<file path="src/rtl/mdio_cmd_pkg.sv">
package mdio_cmd_pkg;
  // Command word field positions (software-visible layout)
  localparam int GO_BIT   = 31;
  localparam int REG_HI   = 29;
  localparam int REG_LO   = 25;
  localparam int PHY_HI   = 24;
  localparam int PHY_LO   = 20;
  localparam int OP_HI    = 19;
  localparam int OP_LO    = 18;
  localparam int ST_HI    = 17;
  localparam int ST_LO    = 16;
  localparam int DATA_W   = 16;
  localparam int CMD_W    = 32;
  // Bits after the preamble: st(2) op(2) phy(5) reg(5) ta(2) data(16)
  localparam int BODY_LEN = 32;
  localparam int HDR_LEN  = 14;

  typedef enum logic [1:0] {
    OP_ADDR   = 2'b00,
    OP_WRITE  = 2'b01,
    OP_RD_C22 = 2'b10,
    OP_RD_C45 = 2'b11
  } mdio_op_e;

  function automatic logic op_is_read(input logic [1:0] op);
    return op[1];
  endfunction
endpackage

</file>
<file path="src/rtl/mdio_clk_div.sv">
module mdio_clk_div #(
  parameter int DIV_HALF = 4
) (
  input  logic clk,
  input  logic rst_n,
  input  logic en,
  output logic mdc,
  output logic rise_tick,
  output logic fall_tick
);
  localparam int CW = (DIV_HALF > 1) ? $clog2(DIV_HALF) : 1;
  localparam logic [CW-1:0] LAST = CW'(DIV_HALF - 1);

  logic [CW-1:0] cnt_q;
  logic          mdc_q;
  logic          wrap;

  assign wrap      = en && (cnt_q == LAST);
  assign rise_tick = wrap && !mdc_q;
  assign fall_tick = wrap && mdc_q;
  assign mdc       = mdc_q;

  always_ff @(posedge clk or negedge rst_n) begin
    if (!rst_n) begin
      cnt_q <= '0;
      mdc_q <= 1'b0;
    end else if (!en) begin
      cnt_q <= '0;
      mdc_q <= 1'b0;
    end else if (wrap) begin
      cnt_q <= '0;
      mdc_q <= ~mdc_q;
    end else begin
      cnt_q <= cnt_q + 1'b1;
    end
  end

  AST_MDC_IDLE_LOW: assert property (@(posedge clk) disable iff (!rst_n)
    !en |=> !mdc_q) else $error("mdc not low when idle");
endmodule

</file>
<file path="src/rtl/mdio_frame_engine.sv">
module mdio_frame_engine
  import mdio_cmd_pkg::*;
#(
  parameter int PRE_LEN = 32
) (
  input  logic              clk,
  input  logic              rst_n,
  input  logic              start,
  input  logic [CMD_W-1:0]  cmd,
  input  logic              mdc,
  input  logic              rise_tick,
  input  logic              fall_tick,
  input  logic              mdio_i,
  output logic              active,
  output logic              done,
  output logic              done_rd,
  output logic [DATA_W-1:0] rd_data,
  output logic              mdio_o,
  output logic              mdio_oe
);
  localparam int FRAME_LEN = PRE_LEN + BODY_LEN;
  localparam int IW        = $clog2(FRAME_LEN);
  localparam logic [IW-1:0] TA_POS   = IW'(PRE_LEN + HDR_LEN);
  localparam logic [IW-1:0] DATA_POS = IW'(PRE_LEN + HDR_LEN + 2);
  localparam logic [IW-1:0] LAST_POS = IW'(FRAME_LEN - 1);

  logic [FRAME_LEN-1:0] frame_q;
  logic [IW-1:0]        idx_q;
  logic                 act_q;
  logic                 rd_q;
  logic [DATA_W-1:0]    shreg_q;
  logic                 last_bit;

  assign last_bit = (idx_q == LAST_POS);
  assign active   = act_q;
  assign done     = act_q && fall_tick && last_bit;
  assign done_rd  = rd_q;
  assign rd_data  = shreg_q;
  assign mdio_o   = act_q && frame_q[FRAME_LEN-1];
  assign mdio_oe  = act_q && !(rd_q && (idx_q >= TA_POS));

  always_ff @(posedge clk or negedge rst_n) begin
    if (!rst_n) begin
      frame_q <= '0;
      idx_q   <= '0;
      act_q   <= 1'b0;
      rd_q    <= 1'b0;
      shreg_q <= '0;
    end else if (start) begin
      frame_q <= {{PRE_LEN{1'b1}}, cmd[ST_HI:ST_LO], cmd[OP_HI:OP_LO],
                  cmd[PHY_HI:PHY_LO], cmd[REG_HI:REG_LO], 2'b10,
                  cmd[DATA_W-1:0]};
      idx_q   <= '0;
      act_q   <= 1'b1;
      rd_q    <= op_is_read(cmd[OP_HI:OP_LO]);
    end else if (act_q) begin
      if (rise_tick && rd_q && (idx_q >= DATA_POS))
        shreg_q <= {shreg_q[DATA_W-2:0], mdio_i};
      if (fall_tick) begin
        if (last_bit) begin
          act_q <= 1'b0;
        end else begin
          idx_q   <= idx_q + 1'b1;
          frame_q <= {frame_q[FRAME_LEN-2:0], 1'b0};
        end
      end
    end
  end

  AST_MDIO_HOLD_HIGH: assert property (@(posedge clk) disable iff (!rst_n)
    mdc |-> ($stable(mdio_o) && $stable(mdio_oe))) else $error("mdio moved while mdc high");
  AST_PREAMBLE_ONES: assert property (@(posedge clk) disable iff (!rst_n)
    (act_q && (idx_q < IW'(PRE_LEN))) |-> (mdio_oe && mdio_o)) else $error("preamble bit not one");
  AST_START_IDLE: assert property (@(posedge clk) disable iff (!rst_n)
    start |-> !act_q) else $error("start while active");
endmodule

</file>
<file path="src/rtl/mdio_cmd_master.sv">
module mdio_cmd_master
  import mdio_cmd_pkg::*;
#(
  parameter int DIV_HALF = 4,
  parameter int PRE_LEN  = 32
) (
  input  logic        clk,
  input  logic        rst_n,
  input  logic        reg_wr,
  input  logic [31:0] reg_wdata,
  output logic [31:0] reg_rdata,
  output logic        mdc,
  output logic        mdio_o,
  output logic        mdio_oe,
  input  logic        mdio_i
);
  logic [CMD_W-1:0]  cmd_q;
  logic              launch;
  logic              eng_active;
  logic              eng_done;
  logic              eng_rd;
  logic [DATA_W-1:0] eng_data;
  logic              rise_tick;
  logic              fall_tick;

  assign launch    = reg_wr && !cmd_q[GO_BIT] && reg_wdata[GO_BIT];
  assign reg_rdata = cmd_q;

  always_ff @(posedge clk or negedge rst_n) begin
    if (!rst_n) begin
      cmd_q <= '0;
    end else if (reg_wr && !cmd_q[GO_BIT]) begin
      cmd_q <= reg_wdata;
    end else if (eng_done) begin
      cmd_q[GO_BIT] <= 1'b0;
      if (eng_rd) cmd_q[DATA_W-1:0] <= eng_data;
    end
  end

  mdio_clk_div #(.DIV_HALF(DIV_HALF)) i_div (
    .clk(clk), .rst_n(rst_n), .en(eng_active),
    .mdc(mdc), .rise_tick(rise_tick), .fall_tick(fall_tick)
  );

  mdio_frame_engine #(.PRE_LEN(PRE_LEN)) i_eng (
    .clk(clk), .rst_n(rst_n), .start(launch), .cmd(reg_wdata),
    .mdc(mdc), .rise_tick(rise_tick), .fall_tick(fall_tick),
    .mdio_i(mdio_i), .active(eng_active), .done(eng_done),
    .done_rd(eng_rd), .rd_data(eng_data),
    .mdio_o(mdio_o), .mdio_oe(mdio_oe)
  );

  AST_BUSY_WRITE_IGNORED: assert property (@(posedge clk) disable iff (!rst_n)
    (reg_wr && cmd_q[GO_BIT]) |=> (cmd_q[30:DATA_W] == $past(cmd_q[30:DATA_W]))) else $error("write taken while busy");
  AST_DONE_CLEARS_GO: assert property (@(posedge clk) disable iff (!rst_n)
    eng_done |=> !cmd_q[GO_BIT]) else $error("go bit not cleared");
  AST_LAUNCH_SETS_GO: assert property (@(posedge clk) disable iff (!rst_n)
    launch |=> (cmd_q[GO_BIT] && eng_active)) else $error("launch did not set busy");
  AST_IDLE_QUIET: assert property (@(posedge clk) disable iff (!rst_n)
    !cmd_q[GO_BIT] |-> (!mdio_oe && !mdc)) else $error("pins active while idle");
endmodule

</file>
<file path="config.mk">
export PLATFORM = sky130hd
export DESIGN_NAME = mdio_cmd_master
export DESIGN_NICKNAME = d
export VERILOG_FILES = /design/src/rtl/mdio_cmd_pkg.sv /design/src/rtl/mdio_clk_div.sv /design/src/rtl/mdio_frame_engine.sv /design/src/rtl/mdio_cmd_master.sv
export SDC_FILE = /design/constraint.sdc
export NUM_CORES = 1
export LEC_CHECK = 0
export BUFFER_PORTS_ARGS = -buffer_cell sky130_fd_sc_hd__buf_2
export CORE_MARGIN = 4
export CORE_UTILIZATION = 40
export CTS_BUF_LIST = sky130_fd_sc_hd__clkbuf_16
export CTS_CLUSTER_DIAMETER = 80
export DETAILED_ROUTE_END_ITERATION = 7
export PLACE_DENSITY = 0.57
export SLEW_MARGIN = 10
export SYNTH_ARGS = -nofsm -noshare
export SYNTH_HDL_FRONTEND = slang
export SYNTH_SLANG_ARGS = --single-unit
</file>
<file path="constraint.sdc">
create_clock -name clk -period 3.33 [get_ports clk]
set_input_delay 0.1665 -clock clk [delete_from_list [all_inputs] [get_ports clk]]
set_output_delay 0.1665 -clock clk [all_outputs]
set_load 0.03 [all_outputs]
</file>
==> impl_metrics.yaml <==
run_status:
  status: "finished, final reports clean"
setup_path:
  path_class: "reg -> reg"
  worstPathMaxFanout: 34
  critPathSlowestCell: "o21a_2"
  cp.required_ns: 3.67
  ff2ff_path_depth: 6
  cp_top_family: "compound AO/OA/AOI/OAI gates"
  worstSetupEndpointType: "flop"
  crit_buf_inv: 1
  reg2reg_slack_ns: 1.06
  cp_slowest_stage_delay_ns: 0.63
  cp.depth: 6
  cp_cell_sequence: "ha_1 -> and3_1 -> o21a_2 -> buf_12 -> a21oi_1 -> a21oi_1"
  worst-endpoint-arrival_ns: 2.61
  worst_r2r_endpoint: "i_eng.frame_q[20]"
  timing.rr.start: "i_div.cnt_q[0]"
  cp-start-kind: "flop"
  path_common_cell: "a21oi_1"
sta:
  slew_headroom_pct: 50.27
  fmax_mhz: 441.0
  min_period_ns: 2.268
  finalCritPeriodShare_pct: 68.09
  finalHoldViolCount: 0
  fin_hold_ws_ns: 0.02663
  rsz0062_at_grt: "no"
  fin_setup_tns_ns: 0
  fin_ws_ns: 1.062
  finalMaxSlewViolations: 0
  worst_pin_slew_ns: 0.7434
  setup_violations: 0
  clock-skew-final_ns: 0.008211
detailed_routing:
  remaining_drc_errors: 0
  vias_per_cell: 4.970
  drtIter0Drc: 340
  drtAntennaViolNets: 0
  vias: 3961
  drtPass1Iterations: 5
  wirelength_mm: 11.47
  wire_per_inst_um: 14.39
global_routing:
  grt_pass1_vias: 3824
  grt_pass1_wl_mm: 19.26
  grt_max_degree: 57
  gr-usage-all-layers_pct: 16.48
  antenna_found_initial: 0
  overflow: 0
pwr:
  power_density_mw_per_mm2: 791.4
  peakVddDrop_uv: 350.3
  power.leakage_nw: 3.064
  p_total_mw: 5.125
logic_synthesis:
  synthXorXnorAreaFrac_pct: 0.3376
  synth-simple-area-share_pct: 22.02
  synth_top_area_share_pct: 59.32
  synth_edf_count: 0
  post_synth_fa_ha_maj_area_fraction_pct: 0.7234
  synthCells: 529
  synth_common_cells: "nand2_1, dfrtp_1, a21oi_1, nand3_1, nor2_1"
  ys_ff_latch: 123
  ys_async_sr_fraction_pct: 100.0
  synth.distinct_cells: 33
  syn_nets: 568
  synth.area.top_cells: "dfrtp_1, nand2_1, a21oi_1, nand3_1, mux2_2"
  synth_most_common_cell: "nand2_1"
  ys.warnings.count: 0
  synth_ff_type: "dfrtp_1"
  ys_seq_area_share_pct: 59.32
  synth.area.mux_share_pct: 3.472
  synth_top_family_by_area: "simple AND/OR/NAND/NOR gates"
  synth_compound_area_share_pct: 10.73
  syn_area_per_cell_um2: 9.809
  netlist_area_mm2: 0.005189
  synth_largest_area_cell: "dfrtp_1"
floorplanning:
  dieArea_mm2: 0.01486
  coreArea_mm2: 0.01267
  initial_core_util_pct: 40.95
  die_h_um: 121.9
  die_x_um: 121.9
  num_io_pins: 71
  rows: 41
place:
  gp_congestion: 0.7969
  placed_area_mm2: 0.005714
  portBuffers: 70
  dpl.hpwl_mm: 7.378
  place_inst: 747
  pre_cts_slack_ns: 1.054
cts:
  clk_latency_ns: 0.42
  cts.sinks: 123
  cts_buffers: 17
  cts_tree: "done"
  post_cts_resized: 0
  clockBufferDepth: 2
  clk_pin_slew_ns: 0.05
  root_buffer: "clkbuf_16"
  htreeDepth: 4
worst_hold_path:
  hp-start: "reg_wdata[9]"
  hold_class: "in -> reg"
  whs_endpoint: "i_eng.frame_q[9]"
  whs_path_depth: 3
finish:
  final_cells: 797
  antenna_cells: 0
  nets: 651
  drive_gt1_share_pct: 23.68
  fin_util_pct: 51.11
  finalInstanceArea_mm2: 0.006476
  syn_to_final_growth_pct: 24.81
job:
  maxCapViolCount: 0
## worst max path at each step
stage	startpoint	to
after global placement	i_div.cnt_q[0]	i_eng.idx_q[0]
after global routing	i_div.cnt_q[0]	i_eng.frame_q[20]
final	i_div.cnt_q[0]	i_eng.frame_q[20]
after CTS	i_div.cnt_q[0]	i_eng.frame_q[20]
after detailed placement	i_div.cnt_q[0]	i_eng.frame_q[20]
after floorplan	reg_rdata[31]	i_eng.rd_data[10]
## layer usage
layer / share of wire (%) / global-route usage [%]
met1: 50 / 23.29
met2: 45 / 24.00
met3: 4.2 / 4.457
met5: 0 / 0
met4: 1.0 / 6.933
## worst reg2reg max path, cell delays in order, from the launching register on
cell and delay (ns):
dfrtp_1 0.35, ha_1 0.25, and3_1 0.42, o21a_2 0.63
buf_12 0.27, a21oi_1 0.11, a21oi_1 0.17
## kinds of logic after synthesis
kind of cell | count (synthesis)
adder cells (fa/ha/maj) | 3
XOR/XNOR | 2
multiplexers | 16
AND/OR/NAND/NOR | 259
buffers and inverters | 38
flip-flops | 123
AO/OA/AOI/OAI | 88
## power breakdown
group	switching, mW	internal (mW)	leakage (nW)
sequential	0.274	1.96	1.41
clock	0.644	1.16	0.278
combinational	0.666	0.421	1.37
## registers in the layout (all words and copies together), names as in the netlist
register	cells
i_eng.done_rd	1
i_div.cnt_q	2
i_eng.rd_data	16
i_eng.idx_q	6
i_eng.frame_q	64
i_eng.active	1
reg_rdata	32
i_div.mdc	1
## layout make-up
type | instances | area (µm²)
repair buffers | 99 | 640.6
clock buffers | 17 | 425.4
flip-flops and latches | 123 | 3078
well taps | 172 | 215.2
inverters | 3 | 11.26
fillers | 1171 | 6195
multi-input cells | 368 | 1949
clock inverters | 15 | 156.4
## cell usage in the layout, fill, tap and decap left out, types with 3 or more instances in the layout
master	netlist	final
inv_1	3	3
nand3_1	36	36
buf_2	15	69
clkbuf_16	0	17
o221a_2	16	16
nand2b_1	18	18
clkinv_1	0	4
a21oi_1	62	62
bufinv_16	0	3
dlygate4sd3_1	0	18
ha_1	3	3
clkinv_2	0	4
clkinvlp_4	0	3
mux2_2	16	16
nor2_1	33	33
nand2_1	152	151
buf_4	0	10
nand4_1	3	3
dfrtp_1	123	123
and3_1	4	4
nor3_1	3	3
## repair_timing
| item | in CTS | in global routing |
|---|---|---|
| endpoints found under the hold margin | 71 | 0 |
| hold buffers | 18 | 0 |
| setup buffers | 0 | 0 |
(Power assumes the default switching activity.)
